**src/rtl/sop_fabric_pkg.sv**
```systemverilog
package sop_fabric_pkg;

  typedef enum logic [1:0] {
    MODE_FULL    = 2'd0,
    MODE_FIXOR   = 2'd1,
    MODE_MINTERM = 2'd2
  } fab_mode_e;

  typedef struct packed {
    logic shiftEn;
    logic shiftBit;
    logic outEnable;
  } fab_strobe_t;

  function automatic int termCount(fab_mode_e m, int nIn, int nTerm);
    return (m == MODE_MINTERM) ? (1 << nIn) : nTerm;
  endfunction

  function automatic int andBitCount(fab_mode_e m, int nIn, int nTerm);
    return (m == MODE_MINTERM) ? 0 : nTerm * 2 * nIn;
  endfunction

  function automatic int orBitCount(fab_mode_e m, int nOut, int nTerms);
    return (m == MODE_FIXOR) ? 0 : nOut * nTerms;
  endfunction

endpackage

```
**src/rtl/sop_fabric_ctrl.sv**
```systemverilog
module sop_fabric_ctrl
  import sop_fabric_pkg::*;
(
  input  logic        clk,
  input  logic        rstN,
  input  logic        cfgData,
  input  logic        cfgShift,
  input  logic        cfgDone,
  output fab_strobe_t strobes
);

  logic armed;

  // Shifting has priority over arming: a partly loaded image never drives dout.
  always_ff @(posedge clk or negedge rstN) begin
    if (!rstN)         armed <= 1'b0;
    else if (cfgShift) armed <= 1'b0;
    else if (cfgDone)  armed <= 1'b1;
  end

  always_comb begin
    strobes.shiftEn   = cfgShift;
    strobes.shiftBit  = cfgData;
    strobes.outEnable = armed;
  end

endmodule

```
**src/rtl/sop_fabric_store.sv**
```systemverilog
module sop_fabric_store
  import sop_fabric_pkg::*;
#(
  parameter int CFG_BITS = 128
) (
  input  logic                clk,
  input  logic                rstN,
  input  fab_strobe_t         strobes,
  output logic [CFG_BITS-1:0] cfgBits
);

  logic unusedStrobe;
  assign unusedStrobe = strobes.outEnable;

  // New bits enter at the top; after CFG_BITS shifts the first bit sits at index 0.
  always_ff @(posedge clk or negedge rstN) begin
    if (!rstN)                cfgBits <= '0;
    else if (strobes.shiftEn) cfgBits <= {strobes.shiftBit, cfgBits[CFG_BITS-1:1]};
  end

endmodule

```
**src/rtl/sop_fabric_and.sv**
```systemverilog
module sop_fabric_and
  import sop_fabric_pkg::*;
#(
  parameter int        NUM_IN = 6,
  parameter int        NTERMS = 8,
  parameter int        ANDW   = 96,
  parameter fab_mode_e MODE   = MODE_FULL
) (
  input  logic [NUM_IN-1:0] din,
  input  logic [ANDW-1:0]   andCfg,
  output logic [NTERMS-1:0] termLines
);

  localparam int LITS = 2 * NUM_IN;

  generate
    if (MODE == MODE_MINTERM) begin : g_decoder
      logic unusedCfg;
      assign unusedCfg = ^andCfg;
      for (genvar t = 0; t < NTERMS; t++) begin : g_min
        assign termLines[t] = (din == NUM_IN'(t));
      end
    end else begin : g_prog
      logic [LITS-1:0] lits;
      for (genvar i = 0; i < NUM_IN; i++) begin : g_lit
        assign lits[2*i]   = din[i];
        assign lits[2*i+1] = ~din[i];
      end
      for (genvar t = 0; t < NTERMS; t++) begin : g_term
        logic [LITS-1:0] conn;
        assign conn = andCfg[t*LITS +: LITS];
        // open crosspoints pass 1; a term with no connections is held at 0
        assign termLines[t] = (|conn) & (&(~conn | lits));
      end
    end
  endgenerate

endmodule

```
**src/rtl/sop_fabric_or.sv**
```systemverilog
module sop_fabric_or
  import sop_fabric_pkg::*;
#(
  parameter int        NUM_OUT = 4,
  parameter int        NTERMS  = 8,
  parameter int        ORW     = 32,
  parameter fab_mode_e MODE    = MODE_FULL
) (
  input  logic [NTERMS-1:0]  termLines,
  input  logic [ORW-1:0]     orCfg,
  input  fab_strobe_t        strobes,
  output logic [NUM_OUT-1:0] dout
);

  logic [NUM_OUT-1:0] rawOut;
  logic               unusedStrobe;
  assign unusedStrobe = strobes.shiftEn ^ strobes.shiftBit;

  generate
    if (MODE == MODE_FIXOR) begin : g_fixed
      localparam int TPO = NTERMS / NUM_OUT;
      logic unusedCfg;
      assign unusedCfg = ^orCfg;
      for (genvar o = 0; o < NUM_OUT; o++) begin : g_grp
        assign rawOut[o] = |termLines[o*TPO +: TPO];
      end
    end else begin : g_prog
      for (genvar o = 0; o < NUM_OUT; o++) begin : g_sum
        assign rawOut[o] = |(termLines & orCfg[o*NTERMS +: NTERMS]);
      end
    end
  endgenerate

  assign dout = strobes.outEnable ? rawOut : '0;

endmodule

```
**src/rtl/sop_fabric.sv**
```systemverilog
module sop_fabric
  import sop_fabric_pkg::*;
#(
  parameter int        NUM_IN   = 6,
  parameter int        NUM_TERM = 8,
  parameter int        NUM_OUT  = 4,
  parameter fab_mode_e MODE     = MODE_FULL
) (
  input  logic               clk,
  input  logic               rstN,
  input  logic [NUM_IN-1:0]  din,
  input  logic               cfgData,
  input  logic               cfgShift,
  input  logic               cfgDone,
  output logic [NUM_OUT-1:0] dout
);

  localparam int NTERMS   = termCount(MODE, NUM_IN, NUM_TERM);
  localparam int AND_BITS = andBitCount(MODE, NUM_IN, NUM_TERM);
  localparam int OR_BITS  = orBitCount(MODE, NUM_OUT, NTERMS);
  localparam int CFG_BITS = AND_BITS + OR_BITS;
  localparam int ANDW     = (AND_BITS > 0) ? AND_BITS : 1;
  localparam int ORW      = (OR_BITS > 0) ? OR_BITS : 1;

  fab_strobe_t         strobes;
  logic [CFG_BITS-1:0] cfgBits;
  logic [ANDW-1:0]     andCfg;
  logic [ORW-1:0]      orCfg;
  logic [NTERMS-1:0]   termLines;

  sop_fabric_ctrl u_ctrl (
    .clk(clk), .rstN(rstN), .cfgData(cfgData),
    .cfgShift(cfgShift), .cfgDone(cfgDone), .strobes(strobes)
  );

  sop_fabric_store #(.CFG_BITS(CFG_BITS)) u_store (
    .clk(clk), .rstN(rstN), .strobes(strobes), .cfgBits(cfgBits)
  );

  generate
    if (AND_BITS > 0) begin : g_andSlice
      assign andCfg = cfgBits[AND_BITS-1:0];
    end else begin : g_andNone
      assign andCfg = '0;
    end
    if (OR_BITS > 0) begin : g_orSlice
      assign orCfg = cfgBits[AND_BITS +: OR_BITS];
    end else begin : g_orNone
      assign orCfg = '0;
    end
  endgenerate

  sop_fabric_and #(
    .NUM_IN(NUM_IN), .NTERMS(NTERMS), .ANDW(ANDW), .MODE(MODE)
  ) u_and (
    .din(din), .andCfg(andCfg), .termLines(termLines)
  );

  sop_fabric_or #(
    .NUM_OUT(NUM_OUT), .NTERMS(NTERMS), .ORW(ORW), .MODE(MODE)
  ) u_or (
    .termLines(termLines), .orCfg(orCfg), .strobes(strobes), .dout(dout)
  );

endmodule

```
**config.mk**
```make
export PLATFORM = sky130hd
export DESIGN_NAME = sop_fabric
export DESIGN_NICKNAME = d
export VERILOG_FILES = /design/src/rtl/sop_fabric_pkg.sv /design/src/rtl/sop_fabric_ctrl.sv /design/src/rtl/sop_fabric_store.sv /design/src/rtl/sop_fabric_and.sv /design/src/rtl/sop_fabric_or.sv /design/src/rtl/sop_fabric.sv
export SDC_FILE = /design/constraint.sdc
export NUM_CORES = 1
export LEC_CHECK = 0
export ABC_AREA = 1
export BUFFER_PORTS_ARGS = -buffer_cell sky130_fd_sc_hd__buf_4
export CAP_MARGIN = 10
export CORE_ASPECT_RATIO = 0.6
export CORE_MARGIN = 4
export CORE_UTILIZATION = 60
export DETAILED_ROUTE_END_ITERATION = 16
export GPL_ROUTABILITY_DRIVEN = 0
export GPL_TIMING_DRIVEN = 1
export PLACE_DENSITY = 0.77
export SLEW_MARGIN = 10
export SYNTH_ARGS = -nofsm -noshare
export SYNTH_HDL_FRONTEND = slang
export SYNTH_SLANG_ARGS = --single-unit
```
**constraint.sdc**
```tcl
create_clock -name clk -period 1.3 [get_ports clk]
set_input_delay 0.065 -clock clk [delete_from_list [all_inputs] [get_ports clk]]
set_output_delay 0.065 -clock clk [all_outputs]
set_load 0.02 [all_outputs]
```
Word-level counts from Yosys, hierarchy flattened
Index checks and enable logic that the tools add are counted.

operators by class
  add/sub/neg operators = 0
  multiply operators = 0
  divide/modulo/power cells = 0
  order comparisons = 0
  equality and inequality tests = 0
  shifts and indexed selects = 0
  multiplexer cells = 3
  bitwise operators = 34
  reductions and logical operators = 21

operator list
  cell                count
  $not A12 Y12        8
  $or A12 B12 Y12     8
  $reduce_and A12 Y1  8
  $reduce_or A12 Y1   8
  $and A8 B8 Y8       4
  $reduce_or A8 Y1    4
  $and A1 B1 Y1       8
  $not A1 Y1          6
  $mux W4             1
  $mux W1             2
  $reduce_bool A2 Y1  1

storage, ports and cells
  bits in registers = 129
  latch bits = 0
  memory bits (writable) = 0
  ROM bits = 0
  output and inout port bits = 4
  memories = 0

Logic depth before layout (Yosys ltp)
Gate-level depths: netlist of the first run.

  word-level depth = 7
  gate-level depth with buffers = 10

Hierarchy
Synthesis of the first run repeated with hierarchy kept, for this count alone.

second synthesis, totals
  cell total of the unflattened synthesis = 894
  area, all modules = 6463.7 sq um

modules (own cells, without submodules)
  module            instances  cells an instance  area each (sq um)  sequential area each (sq um)
  sop_fabric_store  1          541                4959.8             3203.1
  sop_fabric_and    1          286                1214.9             0.0
  sop_fabric_or     1          61                 234.0              0.0
  sop_fabric_ctrl   1          6                  55.1               25.0

Least setup slack after synthesis of the first run
OpenSTA, ideal clock, no wires.

  kind = reg2out
  start point = reg u_store.cfgBits[73]
  end point = out dout[0]
  arrival time = 1.351 ns
  data required time = 1.235 ns
  path slack = -0.116 ns
  stages on the path, launching flop included = 10
  path buffers = 0
  path through = dfrtp_1 -> nand2_1 -> inv_2 -> nor2_1 -> nand2_1 -> nor2_1 -> nand3_1 -> nand2_1 -> nor2_1 -> a21oi_1

between the ends
  cells in the longest elaborated chain, start to end = 7

ends and longest elaborated chain
  element                 RTL line                source
  start, declared         sop_fabric_store.sv:9   output logic [CFG_BITS-1:0] cfgBits
  start signal, assigned  sop_fabric_store.sv:18  else if (strobes.shiftEn) cfgBits <= {strobes.shiftBit, cfgBits[CFG_BITS-1:1]};
  $not A12 Y12            sop_fabric_and.sv:33    assign termLines[t] = (|conn) & (&(~conn | lits));
  $or A12 B12 Y12         sop_fabric_and.sv:33
  $reduce_and A12 Y1      sop_fabric_and.sv:33
  $and A1 B1 Y1 *         sop_fabric_and.sv:33
  $and A8 B8 Y8 *         sop_fabric_or.sv:29     assign rawOut[o] = |(termLines & orCfg[o*NTERMS +: NTERMS]);
  $reduce_or A8 Y1 *      sop_fabric_or.sv:29
  $mux W4 *               sop_fabric_or.sv:34     assign dout = strobes.outEnable ? rawOut : '0;
  end, declared           sop_fabric.sv:15        output logic [NUM_OUT-1:0] dout

Every way passes the cells marked *; elsewhere a longest branch is shown, timed or not.

Final worst setup path of the first run
  start point = reg u_store.cfgBits[73]
  end point = out dout[2]

Same word-level chain as after synthesis.

==> impl_results.md, run 1 <==
- Comb power frac: around 18%
- Slowest stage delay, CP: approximately 0.41 ns
- DR DRC count: 0
- Seq. cell area: about 3200 um2
- Vias: 5433
- Critical Path AT: 1.90 ns
- Row count: 27
- Die Height: 85.5 um
- Fin. Hold Viols: 0
- Diode count: 0
- Total internal power: 0.00910 W
- Worst slew pin tran: 0.432 ns
- WP data required: between 1 and 1.5 ns
- Fin nets: 856
- Switching Fraction: around 28%
- Syn avg cell area: 7.99 um2
- Antenna violations before repair: 0
- Clock sinks: around 130
- RSZ-0062 raised after global routing: yes
- Syn nets: approximately 760
- Initial Utilization: 63.5%
- Max-Cap Viols: 0
- Total GRT Usage: 28.7%
- Power, Total: 0.0127 W
- CTS Buffer Depth: 2
- CP startpoint kind: flop
- Clk root buf: clkbuf_16
- Post-synthesis sequential area ratio: 53.7%
- Synth area leaders: dfrtp_1 54%, nand2_1 9.4%, nor2_1 8.7%, a21oi_1 5.5%, nand3_1 4.2%
- Final period util: 151%
- Drt total wl: 15.6 mm
- Die ar.: 11700 um2
- Core box area: 9460 um2
- Count of different cell masters after synthesis: 21
- Failing checks: setup timing
- Layout filler cell count: between 500 and 600
- Worst Slack Setup Final: -0.667 ns
- Sw Pwr: ~0.0036 W
- Layout cells sized above 1: 21.3%
- CP top delay family: simple AND/OR/NAND/NOR gates
- Vias in the first global route: 5269
- Power Density: 1660 nW/um2
- Critical path class: flop to output pin
- Synthesized netlist cell count: around 750
- CTS H-Tree Depth: 4
- Synth warnings: 0
- Worst clock skew: 0.00660 ns
- Critical path endpoint category: output pin
- Die Wd: 137 um
- Worst hold path class: primary input to flop
- Worst-path maximum fanout: 4
- Area Overhead vs Synth: 27.4%
- Fmax: 508 MHz
- Yosys reg bits: 129
- VDD IR max: 1.30 mV
- Placed Area: ~6900 um2
- Multi-input combinational cell area: 2430 um2
- Rel. slew slack: 71.2%
- Reg2Reg Depth: 2
- CTS tree: done
- Routed len/inst: 15.8 um
- Largest net degree at the start of global routing: 50
- Placed wire-length estimate: roughly 10 mm
- # IOs: 15
- Clock latency on the worst-skew pair: 0.42 ns
- Post-synth top area share: 53.7%
- Status: finished with violations
- Slowest library cell on the worst path: dfrtp_1
- Slew Limit Fails: 0
- Syn Std Cell Area: 6010 um2
- Final instance area: ~7700 um2
- First-pass GRT wire length: 25.8 mm
- Final setup vio count: 4
- Buf+Inv Stages, Crit Path: 3
- Worst path cell trace: nand2_1, inv_2, nor2_1, nand2_1, nor2_1, buf_4, nand3_1, nand2_1, nor2_1, a21oi_2, buf_4
- Initial DRC count: about 510
- IO Port Bufs: 14
- Cell taking the most area after synthesis: dfrtp_1
- Initial DRT Pass Iterations: 5
- Total congestion overflow: 0
- Worst hold path depth: 2
- Clock power share: between 40 and 50%
- CTS Buf Count: 17
- ANT nets after route: 0
- Levels on crit path: 11
- Reg clk slew, reported paths: 0.06 ns
- Via/cell ratio: around 5.5
- Flop pwr share: a little over 40%
- Most frequent cells in the layout: 146 x nand2_1, 131 x nor2_1, 129 x dfrtp_1, 94 x buf_4, 62 x a21oi_1
- Tmin final: 1.97 ns
- Most common cell after layout, fill and taps aside: nand2_1
- Leakage power: 3.67 nW
-- synth_stat cells --
| cell type | n |
|---|---|
| nand4_1 | 9 |
| inv_2 | 2 |
| buf_2 | 4 |
| nand3_1 | 51 |
| o21ai_2 | 6 |
| a21oi_1 | 66 |
| clkbuf_1 | 20 |
| inv_1 | 66 |
| nand2_2 | 5 |
| clkinv_1 | 2 |
| buf_4 | 4 |
| mux2_1 | 8 |
| nand2_1 | 150 |
| nor2_2 | 3 |
| buf_1 | 4 |
| buf_6 | 2 |
| nor2_4 | 4 |
| nor2_1 | 139 |
| dfrtp_1 | 129 |
| o21ai_1 | 50 |
| o21ai_0 | 28 |
-- worst paths after layout --
| path | start | slack (ns) | end |
|---|---|---|---|
| worst max-delay path | u_store.cfgBits[73] | -0.67 | dout[2] |
| worst min-delay path | cfgShift | 0.07 | u_store.cfgBits[11] |
| worst max register to register | u_store.cfgBits[10] | 0.35 | u_store.cfgBits[9] |
| worst min register to register | u_store.cfgBits[20] | 0.53 | u_store.cfgBits[19] |
| max in group asynchronous | rstN | 0.61 | u_store.cfgBits[108] |
| min in group asynchronous | rstN | 0.10 | u_store.cfgBits[31] |
-- registers in the layout, indices dropped and copies added, names as in the netlist --
signal,flops
u_ctrl.armed,1
u_store.cfgBits,128
-- kinds of logic after synthesis --
group | count (synthesis) | share of synthesized area, %
and+or+nand+nor | 361 | 24.8
AOI/OAI and AO/OA | 150 | 12.9
DFF | 129 | 53.7
buffers and inverters | 104 | 7.08
muxes | 8 | 1.50
-- per-stage QoR --
stage | instances | TNS (ns) | util (%) | setup slack, ns | hold WS (ns)
2_1_floorplan | 752 | 0 | - | 0.000524 | -0.231
3_3_place_gp | 951 | -0.868 | 72.8 | -0.220 | -0.00423
3_5_place_dp | 951 | -0.865 | 72.8 | -0.229 | -0.00430
4_1_cts | 987 | -2.60 | 80.4 | -0.656 | 0.0586
5_1_grt | 988 | -3.10 | 80.9 | -0.799 | 0.0911
6_report | 988 | -2.64 | 80.9 | -0.667 | 0.0690
-- metal layers --
metal	up-vias	share of wire (%)	GRT usage, %
met3	46	7.6	7.09
li1	2608	-	-
met2	220	45	43.0
met1	2559	45	40.3
met4	0	2.6	11.7
met5	-	0	0
-- layout make-up --
| cell class | count | area share, % |
|---|---|---|
| sequential | 129 | 42.2 |
| tap | 130 | 2.13 |
| clock inverter | 13 | 2.75 |
| clock buffer | 19 | 5.66 |
| multi-input combinational | 519 | 31.8 |
| timing repair buffer | 108 | 12.0 |
| inverter | 70 | 3.43 |
-- power by group through the flow --
| stage | combinational [W] | clock, W | sequential (W) |
|---|---|---|---|
| floorplan | 0.00122 | 0 | 0.00509 |
| global placement | 0.00210 | 0 | 0.00521 |
| global route | 0.00258 | 0.00543 | 0.00529 |
| detailed placement | 0.00219 | 0 | 0.00523 |
| CTS | 0.00226 | 0.00522 | 0.00520 |
| finish | 0.00230 | 0.00520 | 0.00522 |
-- timing repair --
| action | in CTS | in global routing |
|---|---|---|
| setup endpoints to repair | 4 | 4 |
| pin swaps | 11 | 8 |
| endpoints found under the hold margin | 131 | 0 |
| buffers inserted | 1 | 1 |
| hold buffers | 3 | 0 |
| resized for setup | 14 | 14 |
No activity file was read; power rests on OpenSTA's default activity.
==> run 2, diff against run 1 <==
--- a/config.mk
+++ b/config.mk
@@ -8,7 +8,7 @@
 export ABC_AREA = 1
 export BUFFER_PORTS_ARGS = -buffer_cell sky130_fd_sc_hd__buf_4
 export CAP_MARGIN = 10
-export CORE_ASPECT_RATIO = 0.6
+export CORE_ASPECT_RATIO = 0.75
 export CORE_MARGIN = 4
 export CORE_UTILIZATION = 60
 export DETAILED_ROUTE_END_ITERATION = 16
==> impl_results.md, run 2 (same netlist as run 1, synthesis figures left out) <==
- Critical path class: flop to output pin
- Slowest stage delay, CP: 0.37 ns (-0.04 ns)
- WP data required: 1.24 ns (about the same)
- Worst path cell trace: buf_4, nor2_1, nand3_1, nor2_1, nor2_4, nand3_1, nand2_1, nor2_1, a21oi_2, buf_4
- VDD IR max: 1.11 mV (-14%)
- Multi-input combinational cell area: 2430 um2 (-0.36%)
- FF-to-FF Start: u_store.cfgBits[72]
- Largest net degree at the start of global routing: 67 (+34%)
- Failing checks: setup timing
- Clock latency on the worst-skew pair: 0.42 ns (about the same)
- Drt total wl: 15.8 mm (+1.6%)
- Final Util: 79.3% (-1.6 points)
- Status: finished with violations
- Total GRT Usage: 29.4% (+0.71 points)
- Critical Path AT: 1.89 ns (about the same)
- Comb power frac: 19.0% (+1.0 points)
- Rel. slew slack: 70.3% (-0.94 points)
- Pre-CTS WS: -0.193 ns (+0.0356 ns)
- Worst hold path depth: 2 (unchanged)
- Post-Place Cells: 957 (+0.63%)
- Die Wd: 124 um (-9.9%)
- Worst hold path class: primary input to flop
- Flop pwr share: 41.1% (about the same)
- Max reg flops: 128 (unchanged)
- Slowest library cell on the worst path: dfrtp_1
- R2R Setup Slk: 0.26 ns (-0.09 ns)
- Layout filler cell count: 632 (+8.0%)
- Reg2Reg Depth: 5 (+3)
- Largest Register: u_store.cfgBits
- Seq. cell area: 3230 um2 (unchanged)
- Fin. Hold Viols: 0 (unchanged)
- Sw Pwr: 0.00363 W (about the same)
- Crit. Startpoint: u_store.cfgBits[20]
- Largest registers: u_store.cfgBits (128), u_ctrl.armed (1)
- Row count: 31 (+15%)
- CTS H-Tree Depth: 4 (unchanged)
- Levels on crit path: 10 (-1)
- Final period util: 150% (-1.2 points)
- Critical path endpoint category: output pin
- # IOs: 15 (unchanged)
- Leakage power: 3.70 nW (+0.89%)
- Worst Slack Setup Final: -0.652 ns (+0.0157 ns)
- Critical Path Sink: dout[3]
- R2r endpoint: u_store.cfgBits[71]
- Die Height: 94.7 um (+11%)
- Final setup vio count: 4 (unchanged)
- Clock sinks: 129 (unchanged)
- CTS Buf Count: 17 (unchanged)
- Fin nets: 861 (+0.58%)
- ANT nets after route: 0 (unchanged)
- Buf+Inv Stages, Crit Path: 2 (-1)
- Total internal power: 0.00899 W (-1.2%)
- Initial Utilization: 62.0% (-1.6 points)
- Diode count: 0 (unchanged)
- Slew Limit Fails: 0 (unchanged)
- IO Port Bufs: 14 (unchanged)
- Tmin final: 1.95 ns (-0.0157 ns)
- Fmax: 512 MHz (+0.80%)
- Initial DRC count: 511 (-0.20%)
- Clk root buf: clkbuf_16
- Final non-filler cell total: 995 (+0.71%)
- CP top delay family: simple AND/OR/NAND/NOR gates
- Power Density: 1640 nW/um2 (-1.2%)
- Die ar.: 11700 um2 (-0.31%)
- Antenna violations before repair: 0 (unchanged)
- Core box area: 9700 um2 (+2.5%)
- DR DRC count: 0 (unchanged)
- Worst slew pin tran: 0.446 ns (+0.0141 ns)
- Placed Area: 6950 um2 (+0.84%)
- Initial DRT Pass Iterations: 7 (+2)
- RSZ-0062 raised after global routing: yes
- Via/cell ratio: 5.52 (+0.45%)
- Final instance area: 7690 um2 (+0.44%)
- Reg clk slew, reported paths: 0.06 ns (about the same)
- Routed len/inst: 15.9 um (+0.92%)
- Total congestion overflow: 0 (unchanged)
- Vias in the first global route: 5381 (+2.1%)
- Most frequent cells in the layout: 149 x nand2_1, 129 x dfrtp_1, 127 x nor2_1, 99 x buf_4
- Layout cells sized above 1: 21.4% (+0.11 points)
- Max-Cap Viols: 0 (unchanged)
- CP startpoint kind: flop
- Min Hold Slack: 0.0820 ns (+0.0130 ns)
- Most common cell after layout, fill and taps aside: nand2_1
- Worst clock skew: 0.00806 ns (+0.00146 ns)
- Most frequent cell on the critical path: nor2_1
- Worst-path maximum fanout: 4 (unchanged)
- Switching Fraction: 28.7% (+0.26 points)
- Area Overhead vs Synth: 27.9%
- Placed wire-length estimate: 10.1 mm (-3.5%)
- First-pass GRT wire length: 26.0 mm (+0.48%)
- CTS Buffer Depth: 2 (unchanged)
- Vias: 5496 (+1.2%)
- Clock power share: 39.9% (-1.0 points)
- CTS tree: done
-- run 2: final cells by class --
cell class	count	share of cell area [%]
Sequential cell	129	42.0
Multi-Input combinational cell	519	31.6
Timing Repair Buffer	113	12.7
Clock buffer	18	5.71
Inverter	70	3.42
Clock inverter	14	2.46
Tap cell	132	2.15
-- run 2: how the worst min path moves through the flow --
stage / end / startpoint
2_1_floorplan: u_ctrl.armed / rstN
3_3_place_gp: u_store.cfgBits[30] / rstN
3_5_place_dp: u_store.cfgBits[30] / rstN
4_1_cts: u_store.cfgBits[80] / cfgShift
5_1_grt: u_store.cfgBits[27] / cfgShift
6_report: u_store.cfgBits[3] / cfgShift
-- run 2: power groups by stage --
| stage | clock, W | combinational, W | sequential, W |
|---|---|---|---|
| finish | 0.00504 | 0.00239 | 0.00518 |
| global route | 0.00526 | 0.00267 | 0.00526 |
| detailed placement | 0 | 0.00226 | 0.00520 |
| global placement | 0 | 0.00215 | 0.00518 |
| CTS | 0.00506 | 0.00236 | 0.00516 |
| floorplan | 0 | 0.00122 | 0.00509 |
-- run 2: repair_timing --
| action | CTS | global route |
|---|---|---|
| buffers inserted | 2 | 1 |
| setup endpoints to repair | 4 | 4 |
| pin swaps | 4 | 1 |
| hold buffers | 3 | 0 |
| resized for setup | 15 | 10 |
| hold endpoints to repair | 131 | 0 |
-- run 2: metal layers --
| metal | GRT usage [%] | up-vias | part of all wire [%] |
|---|---|---|---|
| li1 | - | 2615 | - |
| met1 | 36.5 | 2604 | 41 |
| met4 | 11.3 | 0 | 3.3 |
| met5 | 0 | - | 0 |
| met2 | 48.7 | 226 | 49 |
| met3 | 8.68 | 51 | 7.3 |
-- run 2: through the flow --
| stage | setup TNS, ns | total power, W |
|---|---|---|
| 2_1_floorplan | 0 | 0.00631 |
| 3_3_place_gp | -0.621 | 0.00733 |
| 3_5_place_dp | -0.712 | 0.00746 |
| 4_1_cts | -2.45 | 0.0126 |
| 5_1_grt | -3.07 | 0.0132 |
| 6_report | -2.57 | 0.0126 |
-- run 2: worst register-to-register path: cells and delay by family (launching register included) --
family / cells / cell delay, ns
flops: 1 / 0.41
buf+inv: 3 / 0.40
compound gates: 1 / 0.08
simple gates: 1 / 0.04
